File: config.mk
export PLATFORM = sky130hd
export DESIGN_NAME = brcond_unit
export DESIGN_NICKNAME = d
export VERILOG_FILES = /design/src/rtl/brcond_unit.sv
export SDC_FILE = /design/constraint.sdc
export NUM_CORES = 1
export LEC_CHECK = 0
export ABC_AREA = 1
export CORE_ASPECT_RATIO = 0.6
export CORE_UTILIZATION = 25
export CTS_BUF_LIST = sky130_fd_sc_hd__clkbuf_4
export CTS_CLUSTER_DIAMETER = 100
export DETAILED_ROUTE_END_ITERATION = 6
export GPL_ROUTABILITY_DRIVEN = 1
export HOLD_SLACK_MARGIN = 0.03
export PLACE_DENSITY = 0.45
export SYNTH_ARGS = -nofsm -noshare
export SYNTH_HDL_FRONTEND = slang
export SYNTH_SLANG_ARGS = --single-unit
File: constraint.sdc
create_clock -name clk -period 4.75 [get_ports clk]
set_input_delay 0.475 -clock clk [delete_from_list [all_inputs] [get_ports clk]]
set_output_delay 0.475 -clock clk [all_outputs]
set_load 0.02 [all_outputs]
File: src/rtl/brcond_unit.sv
module brcond_unit #(
  parameter int W = 32
) (
  input  logic         clk,
  input  logic         rst,
  input  logic         in_valid,
  input  logic [W-1:0] op_a,
  input  logic [W-1:0] op_b,
  input  logic [2:0]   func,
  output logic         out_valid,
  output logic         taken,
  output logic         illegal,
  output logic         flag_zero,
  output logic         flag_borrow,
  output logic         flag_sign,
  output logic         flag_ovf,
  output logic         eq_xor
);

  logic [W:0]   full_sum;
  logic [W-1:0] low_sum;
  logic [W-1:0] diff;
  logic         c_msb_in, c_msb_out;
  logic         z, eqx, brw, sgn, ovf, slt;
  logic         dec, ill;

  // a - b as a + ~b + 1; the low sum exposes the carry entering the MSB
  assign full_sum  = {1'b0, op_a} + {1'b0, ~op_b} + {{W{1'b0}}, 1'b1};
  assign low_sum   = {1'b0, op_a[W-2:0]} + {1'b0, ~op_b[W-2:0]} + {{(W-1){1'b0}}, 1'b1};
  assign diff      = full_sum[W-1:0];
  assign c_msb_out = full_sum[W];
  assign c_msb_in  = low_sum[W-1];

  assign z   = ~|diff;
  assign eqx = ~|(op_a ^ op_b);
  assign brw = ~c_msb_out;
  assign sgn = diff[W-1];
  assign ovf = c_msb_in ^ c_msb_out;
  assign slt = sgn ^ ovf;

  always_comb begin
    ill = 1'b0;
    case (func)
      3'b000:  dec = z;
      3'b001:  dec = ~z;
      3'b100:  dec = slt;
      3'b101:  dec = ~slt;
      3'b110:  dec = brw;
      3'b111:  dec = ~brw;
      default: begin
        dec = 1'b0;
        ill = 1'b1;
      end
    endcase
  end

  always_ff @(posedge clk) begin
    if (rst) begin
      out_valid   <= 1'b0;
      taken       <= 1'b0;
      illegal     <= 1'b0;
      flag_zero   <= 1'b0;
      flag_borrow <= 1'b0;
      flag_sign   <= 1'b0;
      flag_ovf    <= 1'b0;
      eq_xor      <= 1'b0;
    end else begin
      out_valid <= in_valid;
      if (in_valid) begin
        taken       <= dec;
        illegal     <= ill;
        flag_zero   <= z;
        flag_borrow <= brw;
        flag_sign   <= sgn;
        flag_ovf    <= ovf;
        eq_xor      <= eqx;
      end
    end
  end

endmodule

## Yosys cells after proc, flatten, opt, wreduce, memory -nomap -nowiden

Cells that the tools add are included.

- Eq/ne operators: 5
- Bitwise gates (word level): 7
- Reductions and logical operators: 6
- Add/sub/neg operators: 4
- Muxes and demuxes: 2

Operators with widths:

| operator | number |
|---|---|
| 32-bit OR reduction | 2 |
| 32-bit by 32-bit adder with 33-bit output | 1 |
| 33-bit by 1-bit adder with 33-bit output, second input constant | 1 |
| 31-bit by 31-bit adder with 32-bit output | 1 |
| 32-bit by 1-bit adder with 32-bit output, second input constant | 1 |
| 32-bit NOT | 1 |
| 32-bit bitwise XOR | 1 |
| 31-bit NOT | 1 |
| 3-bit equality test, second input constant | 4 |
| 1-bit case mux with 6 select lines | 1 |
| 6-bit OR reduction | 1 |
| 3-bit by 1-bit equality test with 1-bit output, second input constant | 1 |
| 3-bit zero test | 1 |
| 1-bit zero test | 2 |
| 1-bit NOT | 2 |
| 1-bit bitwise XOR | 2 |
| 1-bit 2-to-1 mux | 1 |

- Register bits after elaboration: 8
- Output and inout port bits: 8

## Depth between registers and ports, before layout

Gate-level depths: netlist (run 1).

- Word-level depth: 7
- Gate-level depth with buffers: 22

## Worst setup path after synthesis (run 1)

OpenSTA, ideal clock, no wires.

- Path kind: input -> register
- Start: in op_a[0]
- End: reg taken
- Path slack: 2.329 ns
- Arrival time: 2.308 ns
- Stages: 21
- Path buffers: 0
- Setup time: 0.114 ns
- Path through: inv_1 ha_1 fa_1 inv_1 nand3_1 nand2_1 nand2_1 nand2_2 nand2_2 nand2_2 nand2_1 nand2_2 nand2_2 nand2_2 nand2_1 nand2_1 nor2_1 nor2_1 nand3_1 nand2_1 a21oi_2

- Longest elaborated chain between the ends: 6
- Elaborated cells on any way between the ends: 11
- Those cells by class: add/sub: 4; mux: 1; bitwise: 4; reduce/logical: 2

RTL lines:

| element | line | RTL |
|---|---|---|
| start: declaration | 7 | `input logic [W-1:0] op_a,` |
| parallel branches: the longest is 5 deep, another holds 32-bit by 32-bit adder with 33-bit output | - |  |
| 1-bit case mux with 6 select lines * | 43 | `case (func)` |
| end signal: assignment | 60 | `taken <= 1'b0;` |
| end signal: assignment | 70 | `taken <= dec;` |
| end: declaration | 11 | `output logic taken,` |

Mark *: on every way between the ends.
A chain may end at the register's enable or synchronous reset.

## Final worst setup path (run 1)

Ends and elaborated chain as after synthesis.

==> reports/results.ini, run 1 <==
[sta]
skew_ns = 0
drv_slew = 0
hold_viol_final = 0
fin_crit_ns = 3.178
finalSetupViolCount = 0
rsz0062_at_grt = false
fin_setup_tns_ns = 0
slew_headroom_pct = 73.92
period_share_pct = 66.91
fmax_mhz = 314.6
fin_ws_ns = 1.572
worst_pin_slew_ns = 0.3900

[logic_synthesis]
yosys-top-cells-area = nand2_1, inv_1, ha_1, nor2_1, nand3_1
synth_top_family_by_area = simple AND/OR/NAND/NOR gates
synth.distinct_cells = 26
synth_ff_type = dfxtp_1
synthAdderAreaFrac_pct = 12.30
synth.area.mux_share_pct = 0
synth-seq-cells = 8
yosysSeqAreaShare_pct = 4.685
syn_nets = 818
synth_xor_area_share_pct = 1.025
synth_compound_area_share_pct = 4.722
async_flop_share_pct = 0
synth_top_area_share_pct = 31.52
synth_edf_count = 0
synthCells = 715
synth_area_per_cell_um2 = 4.781
yosysWarnings = 0
synth_area_leader_cell = nand2_1
synthSimpleGateAreaFrac_pct = 55.75
synth_area_mm2 = 0.003418

[drt]
drc = 1
drt_wl_total_mm = 12.28
post_drt_wl_per_cell_um = 12.74
dr_total_vias = 4123
drt-initial-drc-count = 239
vias_per_cell = 4.277
drtPass1Iterations = 6
antenna_left = 0

[floorplanning]
initial_core_util_pct = 26.11
dieArea_mm2 = 0.01416
die-width_um = 153.0
rows = 32
io_pins = 78
core_mm2 = 0.01309
die_y_um = 92.58

[critical_path]
crit_fanout = 3
cp-start-kind = input pin
crit_chain = clkdlybuf4s50_1 > inv_1 > ha_1 > fa_1 > inv_1 > nand3_1 > nand2_1 > nand3_1 > nand3_1 > nand2_1 > nand3_1 > nand2_1 > nor2_1 > nand2_1 > nor2_2 > nand3_1 > nand2_1 > nand3_1 > nand2_1 > a21oi_2
cp_num_buf_inv = 3
cp_top_family = simple AND/OR/NAND/NOR gates
crit_arrival_ns = 3.32
crit_slowest_cell = clkdlybuf4s50_1
cpPeakStageDelay_ns = 0.45
end_kind = flop
criticalPathCategory = in -> reg
crit_required_ns = 4.89

[layout]
fillerInstances = 1492
final_nets = 899
layout_commonest_cell = nand2_1
antenna_cells = 0
final_layout_size_suffix_gt1_share_pct = 5.793
area_growth_pct = 29.21
final_area_mm2 = 0.004417
mostFrequentLayoutCells = nand2_1, inv_1, clkdlybuf4s50_1

[power_and_ir_drop]
ir_drop_mv = 0.04496
power.density_mw_per_mm2 = 138.6
p_leak_nw = 2.705
total_power_mw = 0.6120

[global_routing]
grt_max_degree = 12
grt_usage_pct = 18.04
first_global_vias = 3879
grt-ovfl-total = 0
grt_first_pass_wirelength_mm = 20.27
antenna_found_initial = 0

[place]
dpl_worst_slack_ns = 1.354
io_buffers = 77
gp_congestion = 0.8813
placed_area_mm2 = 0.004394
hpwl_mm = 11.11

[cts]
cts-root-buf = clkbuf_4
clk_pin_slew_ns = 0.05
ctsResizeCount = 0
cts_setup_buffers = 0
cts_sinks = 8
clk_latency_ns = 0.25
cts_made_buffers = 3
cts_tree = yes
cts_buffer_depth = 2
hold_buffers = 0
cts_max_level = 1

[outcome]
violations = DRC
status = complete, but fails checks

[worst_hold_path]
min_path_type = reg -> reg

[flow_run]
max_cap_viol_count = 0

[worst min-delay path, stage by stage, from the launching register on]
cell	delay (ns)
dfxtp_1	0.31
nand2_1	0.06
a21oi_1	0.05
[stage by stage]
stage	util (%)	hold WS [ns]	instances
finish	33.73	0.4671	964
global route	33.73	0.5091	964
CTS	33.73	0.4712	964
detailed placement	33.56	0.4626	961
global placement	33.56	0.4625	961
floorplan	-	0.5344	715
[registers in the layout, summed over array words and instances (netlist names)]
name	flops
flag_sign	1
taken	1
flag_zero	1
eq_xor	1
flag_borrow	1
out_valid	1
illegal	1
flag_ovf	1
[metal layers]
| layer | wire, µm | vias up | GRT usage, % | part of all wire, % |
|---|---|---|---|---|
| li1 | - | 2273 | - | - |
| met3 | 668 | 4 | 1.217 | 5.4 |
| met2 | 3912 | 112 | 23.24 | 32 |
| met4 | 61 | 0 | 2.020 | 0.50 |
| met1 | 7634 | 1734 | 31.05 | 62 |
| met5 | 0 | - | 0 | 0 |
[logic make-up after synthesis]
family / Yosys count
adder cells (fa/ha/maj): 33
XOR/XNOR: 4
AO/OA/AOI/OAI: 30
flip-flops: 8
AND/OR/NAND/NOR: 445
buffers and inverters: 195
[Yosys cell counts, types with 2 or more instances]
library cell and instances:
a21oi_1 22, and2_1 3, dfxtp_1 8, ha_1 32, inv_1 190, inv_2 3, nand2_1 287, nand2_2 20
nand3_1 38, nand3_2 3, nand4_1 14, nor2_1 57, nor2_2 11, nor3_1 7, nor3_2 2, o211ai_1 2
o21ai_0 4, xor2_1 4
[cell type report]
class	instances	area, µm²	share of cell area, %
multi-input combinational	512	2522	57.11
inverter	194	728.2	16.49
clock buffer	3	22.52	0.5099
sequential	8	160.2	3.626
tap	170	212.7	4.816
timing repair buffer	77	770.7	17.45
[power by group]
group	internal, mW	total (mW)	switching (mW)	leakage, nW
sequential	0.0716	0.0737	0.00208	0.0661
combinational	0.187	0.487	0.300	2.62
clock	0.0288	0.0508	0.0220	0.0138
[final timing paths]
check / end / from / slack, ns / depth (start not counted)
worst max-delay path: taken / op_a[0] / 1.57 / 20
worst min-delay path: flag_zero / flag_zero / 0.47 / 2
worst max register to register: flag_ovf / flag_ovf / 4.09 / 4
worst min register to register: flag_zero / flag_zero / 0.47 / 2
Power figures use the tool's default switching activity.
==> inputs of run 2 (changes only) <==
PLACE_DENSITY = 0.46   (was 0.45)
clock period = 2.7 ns   (was 4.75 ns; I/O delays follow)
==> reports/results.ini, run 2 (synthesis results as in run 1) <==
[global_routing]
antenna_found_initial = 0
grt_max_degree = 12
grt_usage_pct = 16.95
first_global_vias = 3877
grt_first_pass_wirelength_mm = 19.04
grt-ovfl-total = 0

[drt]
drt-initial-drc-count = 159
drc = 1
antenna_left = 0
drtPass1Iterations = 7
vias_per_cell = 4.348
post_drt_wl_per_cell_um = 12.10
dr_total_vias = 4448
drt_wl_total_mm = 12.38

[layout]
layout_commonest_cell = nand2_1
regArea_um2 = 160.2
final_layout_size_suffix_gt1_share_pct = 25.56
multiInputGateArea_mm2 = 0.003216
antenna_cells = 0
final_nets = 958
instances_no_fill = 1023
fillerInstances = 1419
mostFrequentLayoutCells = nand2_1, inv_1, clkdlybuf4s50_1
area_growth_pct = 63.03

[floorplanning]
io_pins = 78
die_y_um = 92.58
rows = 32
initial_core_util_pct = 26.11
core_mm2 = 0.01309
die-width_um = 153.0
dieArea_mm2 = 0.01416

[cts]
clk_latency_ns = 0.25
cts-root-buf = clkbuf_4
cts_buffer_depth = 2
cts_made_buffers = 3
clk_pin_slew_ns = 0.05
hold_buffers = 0
cts_tree = yes
cts_max_level = 1
cts_sinks = 8

[power_and_ir_drop]
total_power_mw = 1.384
ir_drop_mv = 0.07370
p_leak_nw = 3.114
power.density_mw_per_mm2 = 248.3

[sta]
drv_slew = 0
fin_setup_tns_ns = 0
finalSetupViolCount = 0
worst_pin_slew_ns = 0.3674
period_share_pct = 95.04
fmax_mhz = 389.7
skew_ns = 0
hold_slack_ns = 0.4833
fin_crit_ns = 2.566
slew_headroom_pct = 75.43
hold_viol_final = 0

[worst_hold_path]
whs_path_depth = 2
min_path_type = reg -> reg

[flow_run]
max_cap_viol_count = 0

[place]
hpwl_mm = 10.69
dpl.cell_count = 1015
io_buffers = 77
gp_congestion = 0.8806

[outcome]
violations = DRC
status = complete, but fails checks

[critical_path]
cpPeakStageDelay_ns = 0.47
cp_top_family = simple AND/OR/NAND/NOR gates
crit_required_ns = 2.84
crit_chain = clkdlybuf4s50_1 > inv_2 > ha_4 > nand2_1 > nand2_2 > nand2_2 > nand2_2 > a21oi_2 > buf_4 > buf_4 > nand3_1 > nand2_2 > nor2_1 > nand2_1 > nor3_4 > nand3_2 > nand2_1 > nand3_1 > nand2_1 > a21oi_2
cp_num_buf_inv = 4
reg2regPathDepth = 4
crit_fanout = 3
worstSetupStartpoint = op_b[6]
end_kind = flop
crit_path_end = taken
criticalPathCategory = in -> reg
crit_arrival_ns = 2.71
path_depth = 20
r2r_slack_ns = 2.04
rr_endpoint = flag_ovf
regToRegStartpoint = flag_ovf
cp-start-kind = input pin
crit_slowest_cell = clkdlybuf4s50_1

[run 2: cell types whose count changed in the layout (fill, tap and decap cells not counted), moves of 7 or more]
cell     change
nand3_2      +7
inv_1        -8
nor2_1      -14
a21oi_2      +7
a21oi_1      -7
inv_2        +8
ha_1        -28
nand2_2     +31
buf_4       +58
nand2_1     -46
nand3_1      -7
nand2_4     +15
ha_4        +28
nor2_4       +8
[run 2: worst min-delay path, stage by stage (launching register included)]
cell,delay [ns]
dfxtp_1,0.31
nand2_1,0.06
a21oi_1,0.06
[run 2: how the worst min path moves through the flow]
stage	from	to	slack, ns
after floorplan	rst	taken	0.33
after global placement	flag_zero	flag_zero	0.46
after detailed placement	flag_sign	flag_sign	0.47
after CTS	flag_zero	flag_zero	0.49
after global routing	taken	taken	0.50
final	flag_zero	flag_zero	0.48
[run 2: stage by stage]
step / instance area (µm²) / utilization (%) / setup slack [ns]
floorplan: 3418 / - / 0.4835
global placement: 4812 / 36.75 / -0.2713
detailed placement: 4812 / 36.75 / -0.3157
CTS: 4855 / 37.08 / 0.004727
global route: 5573 / 42.57 / -0.01068
finish: 5573 / 42.57 / 0.1338
[run 2: what timing repair did]
| item | CTS | global route |
|---|---|---|
| setup buffers | 0 | 5 |
| setup endpoints to repair | 1 | 3 |
| pin swaps | 0 | 32 |
| resized for setup | 5 | 155 |
[run 2: metal layers]
layer,track usage (%),wire length [µm],up-vias
met5,0,0,-
met4,1.094,23,0
met3,1.076,676,2
met2,22.82,4294,120
met1,28.75,7389,1941
li1,-,-,2385
[run 2: cell type report]
| type | instances | share of cell area, % |
|---|---|---|
| Multi-Input combinational cell | 512 | 57.70 |
| Timing Repair Buffer | 136 | 22.14 |
| Inverter | 194 | 13.07 |
| Tap cell | 170 | 3.817 |
| Sequential cell | 8 | 2.874 |
| Clock buffer | 3 | 0.4041 |
[run 2: power breakdown]
| group | total, mW | switching (mW) | leakage, nW | internal [mW] |
|---|---|---|---|---|
| registers | 0.129 | 0.00341 | 0.0661 | 0.126 |
| clock network | 0.0908 | 0.0400 | 0.0138 | 0.0508 |
| logic | 1.16 | 0.639 | 3.03 | 0.525 |
